### config.mk
export PLATFORM = sky130hd
export DESIGN_NAME = alt_func_select_regs
export DESIGN_NICKNAME = d
export VERILOG_FILES = /design/src/rtl/afs_pkg.sv /design/src/rtl/afs_guard.sv /design/src/rtl/afs_commit.sv /design/src/rtl/afs_select.sv /design/src/rtl/alt_func_select_regs.sv
export SDC_FILE = /design/constraint.sdc
export NUM_CORES = 1
export LEC_CHECK = 0
export BUFFER_PORTS_ARGS = -buffer_cell sky130_fd_sc_hd__buf_4
export CAP_MARGIN = 20
export CORE_MARGIN = 1
export CORE_UTILIZATION = 35
export CTS_CLUSTER_SIZE = 16
export DETAILED_ROUTE_END_ITERATION = 8
export PLACE_DENSITY = 0.71
export SYNTH_ARGS = -nofsm -noshare
export SYNTH_HDL_FRONTEND = slang
export SYNTH_SLANG_ARGS = --single-unit
### constraint.sdc
create_clock -name clk -period 2.8 [get_ports clk]
set_clock_uncertainty 0.2 [all_clocks]
set_input_delay 0.56 -clock clk [delete_from_list [all_inputs] [get_ports clk]]
set_output_delay 0.56 -clock clk [all_outputs]
set_load 0.02 [all_outputs]
### src/rtl/afs_pkg.sv
// Package afs_pkg
// Purpose : shared constants for the protected alternate-function select
//           register block (bus widths, register offsets, unlock key).
// Assumes : byte-addressed 4 KiB register window, 32-bit data bus.
package afs_pkg;

    localparam int ADDR_W = 12;
    localparam int DATA_W = 32;

    localparam logic [ADDR_W-1:0] OFS_SELECT = 12'h420;
    localparam logic [ADDR_W-1:0] OFS_GUARD  = 12'h520;
    localparam logic [ADDR_W-1:0] OFS_COMMIT = 12'h524;

    localparam logic [DATA_W-1:0] GUARD_KEY  = 32'h1ACC_E551;

    // Decoded register target for one bus access.
    typedef enum logic [1:0] {
        TGT_NONE   = 2'd0,
        TGT_SELECT = 2'd1,
        TGT_GUARD  = 2'd2,
        TGT_COMMIT = 2'd3
    } afs_target_e;

endpackage

### src/rtl/afs_guard.sv
// Module afs_guard
// Purpose : single-flag lock. A write of the key opens it, and any other
//           written value closes it. Resets closed.
// Assumes : wr_en is a one-cycle strobe qualified by the address decode.
module afs_guard
    import afs_pkg::*;
(
    input  logic              clk,
    input  logic              rst_n,
    input  logic              wr_en,
    input  logic [DATA_W-1:0] wdata,
    output logic              locked
);

    // Lock flag update: key opens, anything else closes.
    always_ff @(posedge clk) begin
        if (!rst_n) begin
            locked <= 1'b1;
        end else if (wr_en) begin
            locked <= (wdata != GUARD_KEY);
        end
    end

    // the key written to the guard opens it on the next cycle.
    p_key_opens_r5: assert property (@(posedge clk) disable iff (!rst_n)
        (wr_en && wdata == GUARD_KEY) |=> !locked);

    // any non-key value written to the guard closes it.
    p_nonkey_closes_r5: assert property (@(posedge clk) disable iff (!rst_n)
        (wr_en && wdata != GUARD_KEY) |=> locked);

    // without a guard write the state never moves (no timeout).
    p_guard_holds_r7: assert property (@(posedge clk) disable iff (!rst_n)
        !wr_en |=> $stable(locked));

endmodule

### src/rtl/afs_commit.sv
// Module afs_commit
// Purpose : per-line commit mask that enables changes to protected select
//           bits. It is writable only while the guard is open, and resets
//           to all zero.
// Assumes : wr_en is a one-cycle strobe qualified by the address decode.
module afs_commit #(
    parameter int LINES = 8
) (
    input  logic             clk,
    input  logic             rst_n,
    input  logic             wr_en,
    input  logic             unlocked,
    input  logic [LINES-1:0] wdata,
    output logic [LINES-1:0] mask
);

    // Commit mask update, gated by the guard.
    always_ff @(posedge clk) begin
        if (!rst_n) begin
            mask <= '0;
        end else if (wr_en && unlocked) begin
            mask <= wdata;
        end
    end

    // while the guard is closed the commit mask cannot change.
    p_commit_frozen_r6: assert property (@(posedge clk) disable iff (!rst_n)
        !unlocked |=> $stable(mask));

    // a write with the guard open loads the mask.
    p_commit_loads_r6: assert property (@(posedge clk) disable iff (!rst_n)
        (wr_en && unlocked) |=> mask == $past(wdata));

endmodule

### src/rtl/afs_select.sv
// Module afs_select
// Purpose : per-line alternate-function select bits. Open lines take every
//           write. Protected lines take a write only with the guard open
//           and their commit bit set. Debug lines reset to peripheral
//           control.
// Assumes : wr_en is a one-cycle strobe qualified by the address decode.
module afs_select #(
    parameter int               LINES      = 8,
    parameter logic [LINES-1:0] DEBUG_MASK = '0,
    parameter logic [LINES-1:0] PROT_MASK  = '0
) (
    input  logic             clk,
    input  logic             rst_n,
    input  logic             wr_en,
    input  logic             unlocked,
    input  logic [LINES-1:0] commit,
    input  logic [LINES-1:0] wdata,
    output logic [LINES-1:0] sel
);

    for (genvar i = 0; i < LINES; i++) begin : g_line
        if (PROT_MASK[i]) begin : g_prot
            // Protected bit: write only through the guard and commit bit.
            always_ff @(posedge clk) begin
                if (!rst_n) begin
                    sel[i] <= DEBUG_MASK[i];
                end else if (wr_en && unlocked && commit[i]) begin
                    sel[i] <= wdata[i];
                end
            end

            // a blocked write leaves the protected bit untouched.
            p_prot_hold_r3: assert property (@(posedge clk) disable iff (!rst_n)
                (wr_en && !(unlocked && commit[i])) |=> sel[i] == $past(sel[i]));

            // an enabled write reaches the protected bit.
            p_prot_take_r3: assert property (@(posedge clk) disable iff (!rst_n)
                (wr_en && unlocked && commit[i]) |=> sel[i] == $past(wdata[i]));
        end else begin : g_open
            // Open bit: every write lands.
            always_ff @(posedge clk) begin
                if (!rst_n) begin
                    sel[i] <= DEBUG_MASK[i];
                end else if (wr_en) begin
                    sel[i] <= wdata[i];
                end
            end

            // open bits follow the written data regardless of the guard.
            p_open_write_r2: assert property (@(posedge clk) disable iff (!rst_n)
                wr_en |=> sel[i] == $past(wdata[i]));
        end

        // without a select write no bit moves.
        p_sel_idle_r8: assert property (@(posedge clk) disable iff (!rst_n)
            !wr_en |=> $stable(sel[i]));
    end

endmodule

### src/rtl/alt_func_select_regs.sv
// Module alt_func_select_regs
// Purpose : top of the protected alternate-function select block. It
//           decodes the register bus, steers writes to the guard, commit
//           and select registers, and muxes read data. It drives the
//           per-line mode vector to the pad multiplexer.
// Assumes : one access per cycle, no wait states, combinational read.
//           Reset is synchronous active-low, with power-on and external
//           reset merged upstream.
module alt_func_select_regs
    import afs_pkg::*;
#(
    parameter int               LINES      = 8,
    parameter logic [LINES-1:0] DEBUG_MASK = 8'h0F,
    parameter logic [LINES-1:0] PROT_MASK  = 8'h1F
) (
    input  logic              clk,
    input  logic              rst_n,
    input  logic [ADDR_W-1:0] reg_addr,
    input  logic              reg_we,
    input  logic [DATA_W-1:0] reg_wdata,
    output logic [DATA_W-1:0] reg_rdata,
    output logic [LINES-1:0]  pad_mode
);

    localparam int PAD_W = DATA_W - LINES;

    afs_target_e      tgt;
    logic             locked;
    logic [LINES-1:0] commit_mask;

    // Address decode to a register target.
    always_comb begin
        unique case (reg_addr)
            OFS_SELECT: tgt = TGT_SELECT;
            OFS_GUARD:  tgt = TGT_GUARD;
            OFS_COMMIT: tgt = TGT_COMMIT;
            default:    tgt = TGT_NONE;
        endcase
    end

    afs_guard u_guard (
        .clk    (clk),
        .rst_n  (rst_n),
        .wr_en  (reg_we && tgt == TGT_GUARD),
        .wdata  (reg_wdata),
        .locked (locked)
    );

    afs_commit #(.LINES(LINES)) u_commit (
        .clk      (clk),
        .rst_n    (rst_n),
        .wr_en    (reg_we && tgt == TGT_COMMIT),
        .unlocked (!locked),
        .wdata    (reg_wdata[LINES-1:0]),
        .mask     (commit_mask)
    );

    afs_select #(
        .LINES      (LINES),
        .DEBUG_MASK (DEBUG_MASK),
        .PROT_MASK  (PROT_MASK)
    ) u_select (
        .clk      (clk),
        .rst_n    (rst_n),
        .wr_en    (reg_we && tgt == TGT_SELECT),
        .unlocked (!locked),
        .commit   (commit_mask),
        .wdata    (reg_wdata[LINES-1:0]),
        .sel      (pad_mode)
    );

    // Read data mux, zero-extended, zero for unmapped offsets.
    always_comb begin
        unique case (tgt)
            TGT_SELECT: reg_rdata = {{PAD_W{1'b0}}, pad_mode};
            TGT_GUARD:  reg_rdata = {{(DATA_W-1){1'b0}}, locked};
            TGT_COMMIT: reg_rdata = {{PAD_W{1'b0}}, commit_mask};
            default:    reg_rdata = '0;
        endcase
    end

    // unmapped offsets read as zero.
    p_unmapped_zero_r8: assert property (@(posedge clk) disable iff (!rst_n)
        (reg_addr != OFS_SELECT && reg_addr != OFS_GUARD && reg_addr != OFS_COMMIT)
        |-> reg_rdata == '0);

    // select read-back mirrors the pad mode with the upper bits clear.
    p_sel_readback_r4: assert property (@(posedge clk) disable iff (!rst_n)
        (reg_addr == OFS_SELECT) |-> (reg_rdata[LINES-1:0] == pad_mode
                                      && reg_rdata[DATA_W-1:LINES] == '0));

    // the first cycle after a reset edge shows the default values.
    p_reset_defaults_r9: assert property (@(posedge clk)
        $past(!rst_n) |-> (pad_mode == DEBUG_MASK && locked && commit_mask == '0));

endmodule

After elaboration in Yosys (flattened, before gate mapping) --
Cells that the tools add are included.
Storage, ports and cells: register bits after elaboration 17, latch bits 0, memory bits (writable) 0, memory bits (read-only) 0, bits of input ports 47, output and inout port bits 40, logic and storage cells 30, memories 0
Cells by class: $add $sub $neg 0, multipliers 0, div/mod/pow operators 0, magnitude comparators 0, eq/ne operators 7, shifts and indexed selects 0, muxes and demuxes 2, bitwise operators 0, reductions and logical operators 11
Operators with widths (count):
- 12-bit by 11-bit == test with 1-bit output, second input constant | 3
- 32-bit by 29-bit != test with 1-bit output, second input constant | 1
- 8-bit case mux with 3 select lines | 1
- 1-bit logical AND | 10
- 2-bit case mux with 3 select lines | 1
- 2-bit == test, second input constant | 2
- 2-bit by 1-bit == test with 1-bit output, second input constant | 1
- 1-bit logical NOT | 1

Longest topological paths before layout --
depth in word-level cells 6, gate-level depth with buffers 5, depth with buffers taken out 4

By module --
Synthesis repeated with hierarchy kept, for this count alone.
Second synthesis, totals: cell total of the unflattened synthesis 141, area total of the unflattened synthesis 1233.7 um2
Modules (own cells, without submodules):
- alt_func_select_regs | instances 1, cells an instance 56, area an instance 370.4 um2, sequential area each 0.0 um2
- afs_commit | instances 1, cells an instance 38, area an instance 359.1 um2, sequential area each 160.2 um2
- afs_select | instances 1, cells an instance 32, area an instance 345.3 um2, sequential area each 160.2 um2
- afs_guard | instances 1, cells an instance 15, area an instance 158.9 um2, sequential area each 20.0 um2

Worst setup path before layout --
Ideal clock, no wire load.
path kind input port to output port, start point in reg_addr[9], end point out reg_rdata[0], arrival 1461 ps, data required time 2040 ps, setup slack 579 ps, stages on the path 3, buffers on the path 0, cell sequence nor4b_4 nand3_2 nor2_1
On the way: word-level cells in the longest chain between the ends 4, elaborated cells between the ends (all ways) 8, those cells by class eq/ne (6); mux (2)
Ends and longest elaborated chain:
- start: declaration | RTL line alt_func_select_regs.sv:18 | input logic [ADDR_W-1:0] reg_addr,
- 12-bit by 11-bit == test with 1-bit output | RTL line alt_func_select_regs.sv:33 | unique case (reg_addr)
- 2-bit case mux with 3 select lines (*) | RTL line alt_func_select_regs.sv:33
- 2-bit == test or 2-bit by 1-bit == test with 1-bit output (tied branches) | RTL line alt_func_select_regs.sv:74 | unique case (tgt)
- 8-bit case mux with 3 select lines (*) | RTL line alt_func_select_regs.sv:74
- end: declaration | RTL line alt_func_select_regs.sv:21 | output logic [DATA_W-1:0] reg_rdata,
Every way passes the cells marked *; elsewhere a longest branch is shown, timed or not.

Worst setup path after layout --
start point in reg_addr[7], end point out reg_rdata[7]
The elaborated chain is that of the path after synthesis.

==> results by group <==
STA
  – Final count of pins violating max slew: 0
  – Maximum clock frequency: 401 MHz
  – Final setup fails: 0
  – Fin crit period: 2.49 ns
  – Total Neg Setup Slack: 0 ns
  – RSZ-0062 raised after global routing: no
  – Fin crit share: 0.891
  – Final Hold Violating Endpoints: 0

Job
  – MaxCap Viol Count: 0

Worst setup path
  – Slowest CP cell: nor4b_4
  – Worst setup EP type: output pin
  – WP depth: 5
  – CP required: 2.04 ns
  – Crit-path cells: buf_4 -> nor4b_4 -> nand3_2 -> nor2_1 -> buf_4
  – Worst setup path startpoint: reg_addr[7]
  – Reg2Reg Depth: 4
  – R2r setup slk: 1.12 ns
  – RR Endpoint: u_select.sel[4]
  – Worst path buffer plus inverter count: 2
  – Critical path arrival: 1.73 ns
  – Reg2Reg Launch Point: u_guard.locked
  – Critical path class: in2out
  – Worst-path fanout max: 10
  – Worst path max stage delay: 0.40 ns
  – Startpoint types: input port
  – Most frequent cell on the critical path: buf_4
  – Crit-path leading delay family: simple AND/OR/NAND/NOR gates
  – CP endpoint: reg_rdata[7]

Pwr
  – Pwr Density: 305 nW/um^2
  – Static leakage: 0.698 nW
  – Max IR drop VDD: 0.000202 V

Synthesis
  – Mapped Area: 1160 sq um
  – Yosys cell types: 30
  – Most common cell in the netlist: buf_4
  – Seq cells post-synth: 17
  – Cells after Synth: 145
  – Top post-synthesis cells by area: dfxtp_1 (29%), buf_4 (16%), nand3_1 (7.4%)
  – Post-synth top area share: 0.294
  – Sequential share of the synthesized area: 0.294
  – Ys flop type: dfxtp_1
  – Yosys Warn Count: 0
  – Cell taking the most area after synthesis: dfxtp_1
  – Syn_area_per_cell: 7.97 sq um
  – Most instantiated cells after synthesis: buf_4 (25), dfxtp_1 (17), nand3_1 (17)
  – Async set-or-reset flop fraction in the synthesized netlist: 0
  – EDFF count, synth: 0

Finish
  – Nets@finish: 253
  – Fill cells: 340
  – Antenna cells: 0
  – Layout cells sized above 1: 0.341
  – Non-Filler Instances: 249
  – Synthesis-to-layout area growth: 37.4%

GRT
  – Gr usage total: 0.161
  – Gr ovfl total: 0
  – Initial antenna violation count: 0
  – First-pass GRT wire length: 4260 um
  – Largest net degree at the start of global routing: 27
  – Vias in the first global route: 957

Drt
  – DRT Wirelength: 2790 um
  – Wirelength per Cell: 11.2 um
  – Routed vias: 1148
  – Post-route DRC violation count: 0
  – Routed vias/inst: 4.61
  – Starting DRT DRC Count: 30
  – Routed Antenna Nets: 0
  – Detailed Routing Iterations Pass 1: 4

Clock network
  – H-tree levels: 1
  – Post-CTS setup buffers: 0
  – Num CTS Buffers: 3
  – Sink Count: 17
  – Root buf cell: clkbuf_4
  – Hold_buf cts: 0
  – Worst skew pair latency: 0.29 ns
  – # resized after CTS: 0
  – CTS tree: yes
  – CTS Buffer Depth: 2
  – CTS clk-pin slew, worst paths: 0.09 ns

Placement
  – Placed insts: 245
  – GPL Wtd Cong: 0.712
  – # port buffers: 62
  – Dpl hpwl: 2230 um

Status
  – Status: complete, no violations

Die
  – Initial Util: 0.373
  – Die area: 3540 sq um
  – Horiz. Die Dim: 59.5 um
  – Row count: 20
  – IO Count: 87
  – CORE AREA: 3100 sq um
  – Chip height: 59.5 um

Min path
  – Hold Path Class: reg2reg
final cells by class:
cell class                      instances  area, sq um  area share
Inverter                                5         18.8      0.0118
Multi-Input combinational cell        116          676       0.425
Sequential cell                        17          340       0.214
Tap cell                               44         55.1      0.0346
Timing Repair Buffer                   63          473       0.298
Clock buffer                            4         26.3      0.0165
per-layer routing:
layer	up-vias	track usage	routed length, um
met5	-	0	0
met1	503	0.207	1220
met3	2	0.0524	233
li1	587	-	-
met2	56	0.262	1320
met4	0	0.0306	14
flip-flops by register name, summed over array words and instances (netlist names):
name and count:
u_guard.locked 1, u_commit.mask 8, u_select.sel 8
cell usage in the layout, fill, tap and decap left out, types with 2 or more instances in the layout:
cell	synthesis	final
a22oi_1	8	8
and4_1	2	2
buf_4	25	63
clkbuf_4	0	3
conb_1	1	24
dfxtp_1	17	17
inv_1	5	5
mux2i_1	4	4
nand2_1	12	12
nand3_1	17	17
nand4_1	3	3
nor2_1	11	11
nor2b_1	3	3
nor4b_1	3	3
nor4b_4	2	2
nor4bb_1	4	4
o21ai_0	5	5
o21ai_1	8	8
worst register-to-register path, stage by stage, from the launching register on:
cell and delay [ns]:
dfxtp_1 0.33, nor4b_1 0.42, and4_1 0.38, nand2_1 0.11, mux2i_1 0.12
through the flow:
stage	util	setup slack [ns]	hold slack [ns]	cell area, sq um	power [mW]
2_1_floorplan	-	0.579	0.236	1240	0.325
3_3_place_gp	0.504	0.337	0.245	1560	0.359
3_5_place_dp	0.504	0.323	0.249	1560	0.360
4_1_cts	0.512	0.309	0.262	1590	0.489
5_1_grt	0.512	0.226	0.288	1590	0.510
6_report	0.512	0.306	0.261	1590	0.485
logic make-up after synthesis:
logic type	Yosys count	share of synthesized area
AND/OR/NAND/NOR	65	0.351
flip-flops	17	0.294
multiplexers	4	0.0346
other	1	0.00324
buffers and inverters	35	0.196
AO/OA/AOI/OAI	23	0.121
how the worst min path moves through the flow:
stage                      from          endpoint  slack, ns  cells past startpoint
4_1_cts        u_commit.mask[5]  u_commit.mask[5]       0.26                      2
3_5_place_dp   u_commit.mask[5]  u_commit.mask[5]       0.25                      2
3_3_place_gp   u_commit.mask[5]  u_commit.mask[5]       0.24                      2
6_report       u_commit.mask[5]  u_commit.mask[5]       0.26                      2
5_1_grt        u_commit.mask[5]  u_commit.mask[5]       0.29                      2
2_1_floorplan  u_commit.mask[5]  u_commit.mask[5]       0.24                      2
report_power, final:
part           internal, mW  switching (mW)
clock                0.0554          0.0750
combinational        0.0530          0.0602
sequential            0.242      0.00000397
total                 0.350           0.135
(Power assumes the default switching activity.)
